## config.mk

```make
export PLATFORM = sky130hd
export DESIGN_NAME = can_irq_router
export DESIGN_NICKNAME = d
export VERILOG_FILES = /design/src/rtl/can_irq_pkg.sv /design/src/rtl/can_irq_cfg.sv /design/src/rtl/can_irq_mbox_pend.sv /design/src/rtl/can_irq_line.sv /design/src/rtl/can_irq_router.sv
export SDC_FILE = /design/constraint.sdc
export NUM_CORES = 1
export LEC_CHECK = 0
export BUFFER_PORTS_ARGS = -buffer_cell sky130_fd_sc_hd__buf_2
export CORE_MARGIN = 5
export CORE_UTILIZATION = 55
export CTS_CLUSTER_SIZE = 28
export DETAILED_ROUTE_END_ITERATION = 16
export PLACE_DENSITY = 0.79
export SETUP_SLACK_MARGIN = 0.05
export SYNTH_ARGS = -nofsm -noshare
export SYNTH_HDL_FRONTEND = slang
export SYNTH_HIERARCHICAL = 1
export SYNTH_SLANG_ARGS = --single-unit
```

## constraint.sdc

```tcl
create_clock -name clk -period 2.6 [get_ports clk]
set_clock_uncertainty 0.1 [all_clocks]
set_input_delay 0 -clock clk [delete_from_list [all_inputs] [get_ports clk]]
set_output_delay 0 -clock clk [all_outputs]
set_load 0.1 [all_outputs]
```

## src/rtl/can_irq_pkg.sv

```systemverilog
package can_irq_pkg;
  localparam int FLAG_WARN_BIT = 8;
  localparam int FLAG_PASS_BIT = 9;
  localparam int FLAG_BOFF_BIT = 10;
  localparam int FLAG_MBOX_BIT = 15;
  localparam int GM_SYS_L1_BIT = 2;
  localparam int NUM_LINES     = 2;
  localparam int NUM_SYS       = 3;

  typedef enum logic [2:0] {
    ADDR_MASK  = 3'd0,
    ADDR_LEVEL = 3'd1,
    ADDR_GMASK = 3'd2,
    ADDR_FLAG0 = 3'd3,
    ADDR_FLAG1 = 3'd4
  } irq_addr_e;
endpackage

```

## src/rtl/can_irq_cfg.sv

```systemverilog
module can_irq_cfg
  import can_irq_pkg::*;
#(
  parameter int NUM_MBOX = 32
) (
  input  logic                 clk,
  input  logic                 rst,
  input  logic                 we,
  input  logic [2:0]           addr,
  input  logic [31:0]          wdata,
  input  logic [31:0]          flag0,
  input  logic [31:0]          flag1,
  output logic [NUM_MBOX-1:0]  mbox_mask,
  output logic [NUM_MBOX-1:0]  mbox_level,
  output logic [1:0]           line_en,
  output logic                 sys_to_l1,
  output logic [NUM_SYS-1:0]   sys_en,
  output logic [1:0]           flag_wr,
  output logic [31:0]          rdata
);
  logic unused_wbits;
  assign unused_wbits = ^{wdata[31:11], wdata[7:3]};

  always_ff @(posedge clk) begin
    if (rst) begin
      mbox_mask  <= '0;
      mbox_level <= '0;
      line_en    <= '0;
      sys_to_l1  <= 1'b0;
      sys_en     <= '0;
    end else if (we) begin
      case (addr)
        ADDR_MASK:  mbox_mask  <= wdata[NUM_MBOX-1:0];
        ADDR_LEVEL: mbox_level <= wdata[NUM_MBOX-1:0];
        ADDR_GMASK: begin
          line_en   <= wdata[1:0];
          sys_to_l1 <= wdata[GM_SYS_L1_BIT];
          sys_en    <= wdata[FLAG_BOFF_BIT:FLAG_WARN_BIT];
        end
        default: ;
      endcase
    end
  end

  assign flag_wr[0] = we && (addr == ADDR_FLAG0);
  assign flag_wr[1] = we && (addr == ADDR_FLAG1);

  always_ff @(posedge clk) begin
    if (rst) begin
      rdata <= '0;
    end else begin
      case (addr)
        ADDR_MASK:  rdata <= 32'(mbox_mask);
        ADDR_LEVEL: rdata <= 32'(mbox_level);
        ADDR_GMASK: rdata <= {21'b0, sys_en, 5'b0, sys_to_l1, line_en};
        ADDR_FLAG0: rdata <= flag0;
        ADDR_FLAG1: rdata <= flag1;
        default:    rdata <= '0;
      endcase
    end
  end
endmodule

```

## src/rtl/can_irq_mbox_pend.sv

```systemverilog
module can_irq_mbox_pend #(
  parameter int NUM_MBOX = 32
) (
  input  logic                clk,
  input  logic                rst,
  input  logic [NUM_MBOX-1:0] evt,
  input  logic [NUM_MBOX-1:0] clr,
  input  logic [NUM_MBOX-1:0] mask,
  output logic [NUM_MBOX-1:0] pend
);
  always_ff @(posedge clk) begin
    if (rst) pend <= '0;
    else     pend <= (pend & ~clr) | (evt & mask);
  end

  // A mailbox only becomes pending through an enabled event
  assert_pend_src_R2: assert property (@(posedge clk) disable iff (rst)
    (pend & ~$past(pend) & ~$past(evt & mask)) == '0);

  // Event beats a simultaneous clear
  assert_evt_wins_R8: assert property (@(posedge clk) disable iff (rst)
    |(evt & mask) |=> ((pend & $past(evt & mask)) == $past(evt & mask)));
endmodule

```

## src/rtl/can_irq_line.sv

```systemverilog
module can_irq_line
  import can_irq_pkg::*;
#(
  parameter int NUM_MBOX = 32
) (
  input  logic                clk,
  input  logic                rst,
  input  logic [NUM_MBOX-1:0] pend_sel,
  input  logic [NUM_SYS-1:0]  sys_evt,
  input  logic                flag_wr,
  input  logic [NUM_SYS-1:0]  wsys,
  input  logic                line_en,
  input  logic [NUM_SYS-1:0]  sys_en,
  output logic [31:0]         flag_word,
  output logic                irq
);
  localparam int MB_W = (NUM_MBOX > 1) ? $clog2(NUM_MBOX) : 1;

  logic [NUM_SYS-1:0] sys_q;
  logic [MB_W-1:0]    top_num;
  logic               mb_any;
  logic               want;

  always_ff @(posedge clk) begin
    if (rst)          sys_q <= '0;
    else if (flag_wr) sys_q <= (sys_q & ~wsys) | sys_evt;
    else              sys_q <= sys_q | sys_evt;
  end

  always_comb begin
    top_num = '0;
    for (int i = 0; i < NUM_MBOX; i++)
      if (pend_sel[i]) top_num = MB_W'(i);
  end

  assign mb_any = |pend_sel;

  always_comb begin
    flag_word = '0;
    flag_word[MB_W-1:0] = top_num;
    flag_word[FLAG_BOFF_BIT:FLAG_WARN_BIT] = sys_q;
    flag_word[FLAG_MBOX_BIT] = mb_any;
  end

  assign want = line_en && (mb_any || |(sys_q & sys_en));

  always_ff @(posedge clk) begin
    if (rst) irq <= 1'b0;
    else     irq <= want;
  end

  assert_irq_gate_R6: assert property (@(posedge clk) disable iff (rst)
    irq |-> $past(line_en));

  assert_sys_src_R4: assert property (@(posedge clk) disable iff (rst)
    (sys_q & ~$past(sys_q) & ~$past(sys_evt)) == '0);

  assert_w1c_R5: assert property (@(posedge clk) disable iff (rst)
    (flag_wr && (&wsys) && !(|sys_evt)) |=> (sys_q == '0));

  assert_num_valid_R3: assert property (@(posedge clk) disable iff (rst)
    mb_any |-> pend_sel[top_num]);
endmodule

```

## src/rtl/can_irq_router.sv

```systemverilog
module can_irq_router
  import can_irq_pkg::*;
#(
  parameter int NUM_MBOX = 32
) (
  input  logic                clk,
  input  logic                rst,
  input  logic [NUM_MBOX-1:0] mbox_evt,
  input  logic [NUM_MBOX-1:0] mbox_clr,
  input  logic                warn_evt,
  input  logic                passive_evt,
  input  logic                busoff_evt,
  input  logic                reg_we,
  input  logic [2:0]          reg_addr,
  input  logic [31:0]         reg_wdata,
  output logic [31:0]         reg_rdata,
  output logic                irq_line0,
  output logic                irq_line1
);
  logic [NUM_MBOX-1:0] mbox_mask, mbox_level, pend;
  logic [1:0]          line_en, flag_wr, irq_v;
  logic                sys_to_l1;
  logic [NUM_SYS-1:0]  sys_en, sys_in;
  logic [31:0]         flag_v [NUM_LINES];

  assign sys_in = {busoff_evt, passive_evt, warn_evt};

  can_irq_cfg #(.NUM_MBOX(NUM_MBOX)) u_cfg (
    .clk(clk), .rst(rst), .we(reg_we), .addr(reg_addr), .wdata(reg_wdata),
    .flag0(flag_v[0]), .flag1(flag_v[1]),
    .mbox_mask(mbox_mask), .mbox_level(mbox_level), .line_en(line_en),
    .sys_to_l1(sys_to_l1), .sys_en(sys_en), .flag_wr(flag_wr),
    .rdata(reg_rdata)
  );

  can_irq_mbox_pend #(.NUM_MBOX(NUM_MBOX)) u_pend (
    .clk(clk), .rst(rst), .evt(mbox_evt), .clr(mbox_clr),
    .mask(mbox_mask), .pend(pend)
  );

  for (genvar g = 0; g < NUM_LINES; g++) begin : g_line
    logic [NUM_MBOX-1:0] sel;
    logic [NUM_SYS-1:0]  sys_route;
    assign sel       = (g == 1) ? (pend & mbox_level) : (pend & ~mbox_level);
    assign sys_route = (sys_to_l1 == (g == 1)) ? sys_in : '0;

    can_irq_line #(.NUM_MBOX(NUM_MBOX)) u_line (
      .clk(clk), .rst(rst), .pend_sel(sel), .sys_evt(sys_route),
      .flag_wr(flag_wr[g]), .wsys(reg_wdata[FLAG_BOFF_BIT:FLAG_WARN_BIT]),
      .line_en(line_en[g]), .sys_en(sys_en),
      .flag_word(flag_v[g]), .irq(irq_v[g])
    );
  end

  assign irq_line0 = irq_v[0];
  assign irq_line1 = irq_v[1];

  // Status flags never appear on the line that is not selected
  assert_sys_route_R4: assert property (@(posedge clk) disable iff (rst)
    (|sys_in && !sys_to_l1 && !flag_wr[1]) |=>
      ($past(flag_v[1][FLAG_BOFF_BIT:FLAG_WARN_BIT]) == flag_v[1][FLAG_BOFF_BIT:FLAG_WARN_BIT]));
endmodule

```

==> out/results.ini <==
[critical_path]
critical_path.max_stage_delay_ps = 510
rrSetupSlack_ps = 450
crit_buf_inv = 1
cp_max_fo = 5
crit_family = simple AND/OR/NAND/NOR gates
regToRegStartpoint = u_pend/pend[16]
endpoint_kind = register
startpoint_type = register
endpoint = u_cfg/rdata[15]
crit_chain = and2_1, nor4_1, nand3_1, nor2_1, inv_1, mux2_2, a22oi_1, a21oi_1
slowest_stage = nor4_1
cp-startpoint = u_pend/pend[16]
worstPathRequired_ps = 2810
cp_num_cells = 8
worstSetupPathType = reg2reg
r2r_end = u_cfg/rdata[15]
cp_data_arrival_time_ps = 2360
ff2ff_path_depth = 8

[route]
wl_per_cell_um = 17.1
via_count = 7368
vias_per_cell = 5.54
drc = 0
ant_nets = 0
routed_wl_um = 22700
drtIter0Drc = 687
first_pass_iters = 5

[layout]
nFillCells = 995
mostFrequentLayoutCells = nand2_1 (174), a21oi_1 (144), dfxtp_1 (142), buf_2 (137), dlygate4sd3_1 (101)
utilization_pct = 72.2
layout_commonest_cell = nand2_1
drive_gt1_share_pct = 19.8
regArea_um2 = 2840
multiInputGateArea_um2 = 3980
areaGrowthSynthToFinish_pct = 29.7
finalNetCount = 1244

[clock_tree]
cts_tree = yes
cts.clk_slew.worst_paths_ps = 60
clock_sinks = 142
root_buffer = clkbuf_16
postCtsSetupRepairBufs = 0
clk_path_buf_depth = 2
insertion_delay_ps = 420
cts_inserted_buffers = 17
htree_levels = 4

[sta]
worst_pin_slew_ps = 624
finalHoldViolCount = 0
max_freq_ghz = 0.464
setup_violations = 0
fin_tns_setup_ps = 0
rsz0062_at_grt = no
relSlewSlack_pct = 58.4
slew_violations = 0
min_period_ps = 2150
finalCritPeriodShare_pct = 82.9

[grt]
track_usage_pct = 28.1
grt_antenna_before_repair = 1
met2_usage_pct = 47.3
overflow = 0
use_met1_pct = 34.1
gr-max-usage-layer = met2
grt_pass1_vias = 7311
grt_pass1_wl_um = 36000
use_met3_pct = 6.14
grt_start_max_net_pins = 44

[power]
pwr-share-seq_pct = 43.2
cellLeakagePower_nw = 3.92
irDropWorstVdd_mv = 0.462
power_density_nw_per_um2 = 547
pwr-share-clk_pct = 45.1
switching_share_pct = 24.3
power.internal_w = 0.00394
net-switching-power_w = 0.00127
power.share.combinational_pct = 11.7

[synth]
async_flop_share_pct = 0
netlist_area_um2 = 7340
netlist-cell-type-count = 44
seq_area_frac_synth_pct = 38.7
avgSynthCellArea_um2 = 8.00
synth_ff_type = dfxtp_1
synth_edf_count = 0
synth-seq-cells = 142
ys_warn_count = 6
synth_cells = 918

[placed_design]
place_congestion = 0.915
dp_hpwl_um = 14400
portBuffers = 138

[floorplan]
start_util_pct = 55.7
core_um2 = 13200
die-area_um2 = 15800
ios = 139
num_rows = 42
die_h_um = 126
die_w_um = 126

[run_status]
status = finished, final reports clean

[hold_path]
hold_class = in2reg

[run]
drv_cap = 0

layout make-up:
type / instances / share of cell area (%)
multi-input combinational: 706 / 41.8
sequential: 142 / 29.8
timing repair buffer: 257 / 19.4
clock buffer: 26 / 5.45
tap: 176 / 2.31
inverter: 15 / 0.591
clock inverter: 6 / 0.578
antenna: 1 / 0.0263
worst min path at each step:
stage,from,endpoint,depth (start not counted)
floorplan,rst,u_pend/pend[27],1
global placement,mbox_evt[29],u_pend/pend[29],3
detailed placement,mbox_evt[31],u_pend/pend[31],3
CTS,reg_addr[1],u_cfg/rdata[0],3
global route,reg_addr[1],u_cfg/rdata[2],3
finish,reg_addr[1],u_cfg/rdata[0],3
power groups by stage:
| stage | clock network (W) | registers [W] | logic (W) |
|---|---|---|---|
| after floorplan | 0 | 0.00237 | 0.000306 |
| after global placement | 0 | 0.00230 | 0.000498 |
| after detailed placement | 0 | 0.00230 | 0.000502 |
| after CTS | 0.00237 | 0.00225 | 0.000590 |
| after global routing | 0.00245 | 0.00226 | 0.000647 |
| final | 0.00235 | 0.00225 | 0.000608 |
Yosys cell counts, types with 7 or more instances:
cell / number / area, µm²
nand2_1: 174 / 653
buf_4: 55 / 413
buf_6: 8 / 90.1
a21oi_1: 144 / 721
and2_1: 35 / 219
buf_2: 15 / 75.1
nor2b_1: 37 / 231
mux2i_1: 7 / 70.1
nand3b_1: 37 / 278
a32oi_1: 7 / 61.3
dfxtp_1: 142 / 2840
mux2_2: 31 / 349
nor2_1: 36 / 135
nor3_1: 8 / 40.0
inv_1: 15 / 56.3
a22oi_1: 25 / 188
o21ai_0: 10 / 50.1
nand2b_1: 34 / 213
clkbuf_1: 20 / 75.1
nor4_1: 20 / 125
state kept, by name (all words and copies together), names as in the netlist:
signal,cells
u_cfg/rdata,32
g_line.u_line/sys_q,6
u_cfg/mbox_level,32
u_pend/pend,32
u_cfg/sys_en,3
u_cfg/sys_to_l1,1
g_line.u_line/irq,2
u_cfg/line_en,2
u_cfg/mbox_mask,32
worst min-delay path, cell delays in order:
cell	delay, ps
buf_2	340
a21o_1	120
a21oi_1	50
cell families after synthesis:
kind of cell | after synthesis | synth area share [%]
buf+inv | 114 | 9.71
mux | 38 | 5.71
other cells | 2 | 0.102
compound gates | 217 | 17.4
flops | 142 | 38.7
simple gates | 405 | 28.4
per-stage QoR:
step | hold slack [ps] | setup slack [ps] | instances | power (W) | instance area [µm²]
after global placement | 151 | 480 | 1195 | 0.00279 | 7930
final | 45.5 | 446 | 1329 | 0.00521 | 9530
after CTS | 21.9 | 403 | 1328 | 0.00521 | 9520
after detailed placement | 155 | 421 | 1195 | 0.00280 | 7930
after global routing | 64.5 | 175 | 1329 | 0.00535 | 9530
after floorplan | -30.9 | 531 | 962 | 0.00267 | 7510
routing by layer:
layer	vias to the layer above	share of wire, %
li1	3510	-
met3	67	7.5
met1	3432	41
met4	0	3.3
met2	359	49
met5	-	0
timing repair:
action	in CTS	in global routing
hold endpoints to repair	108	0
gates resized for setup	0	1
hold buffers	101	0
endpoints found under the setup margin	0	1
(Power assumes the default switching activity.)
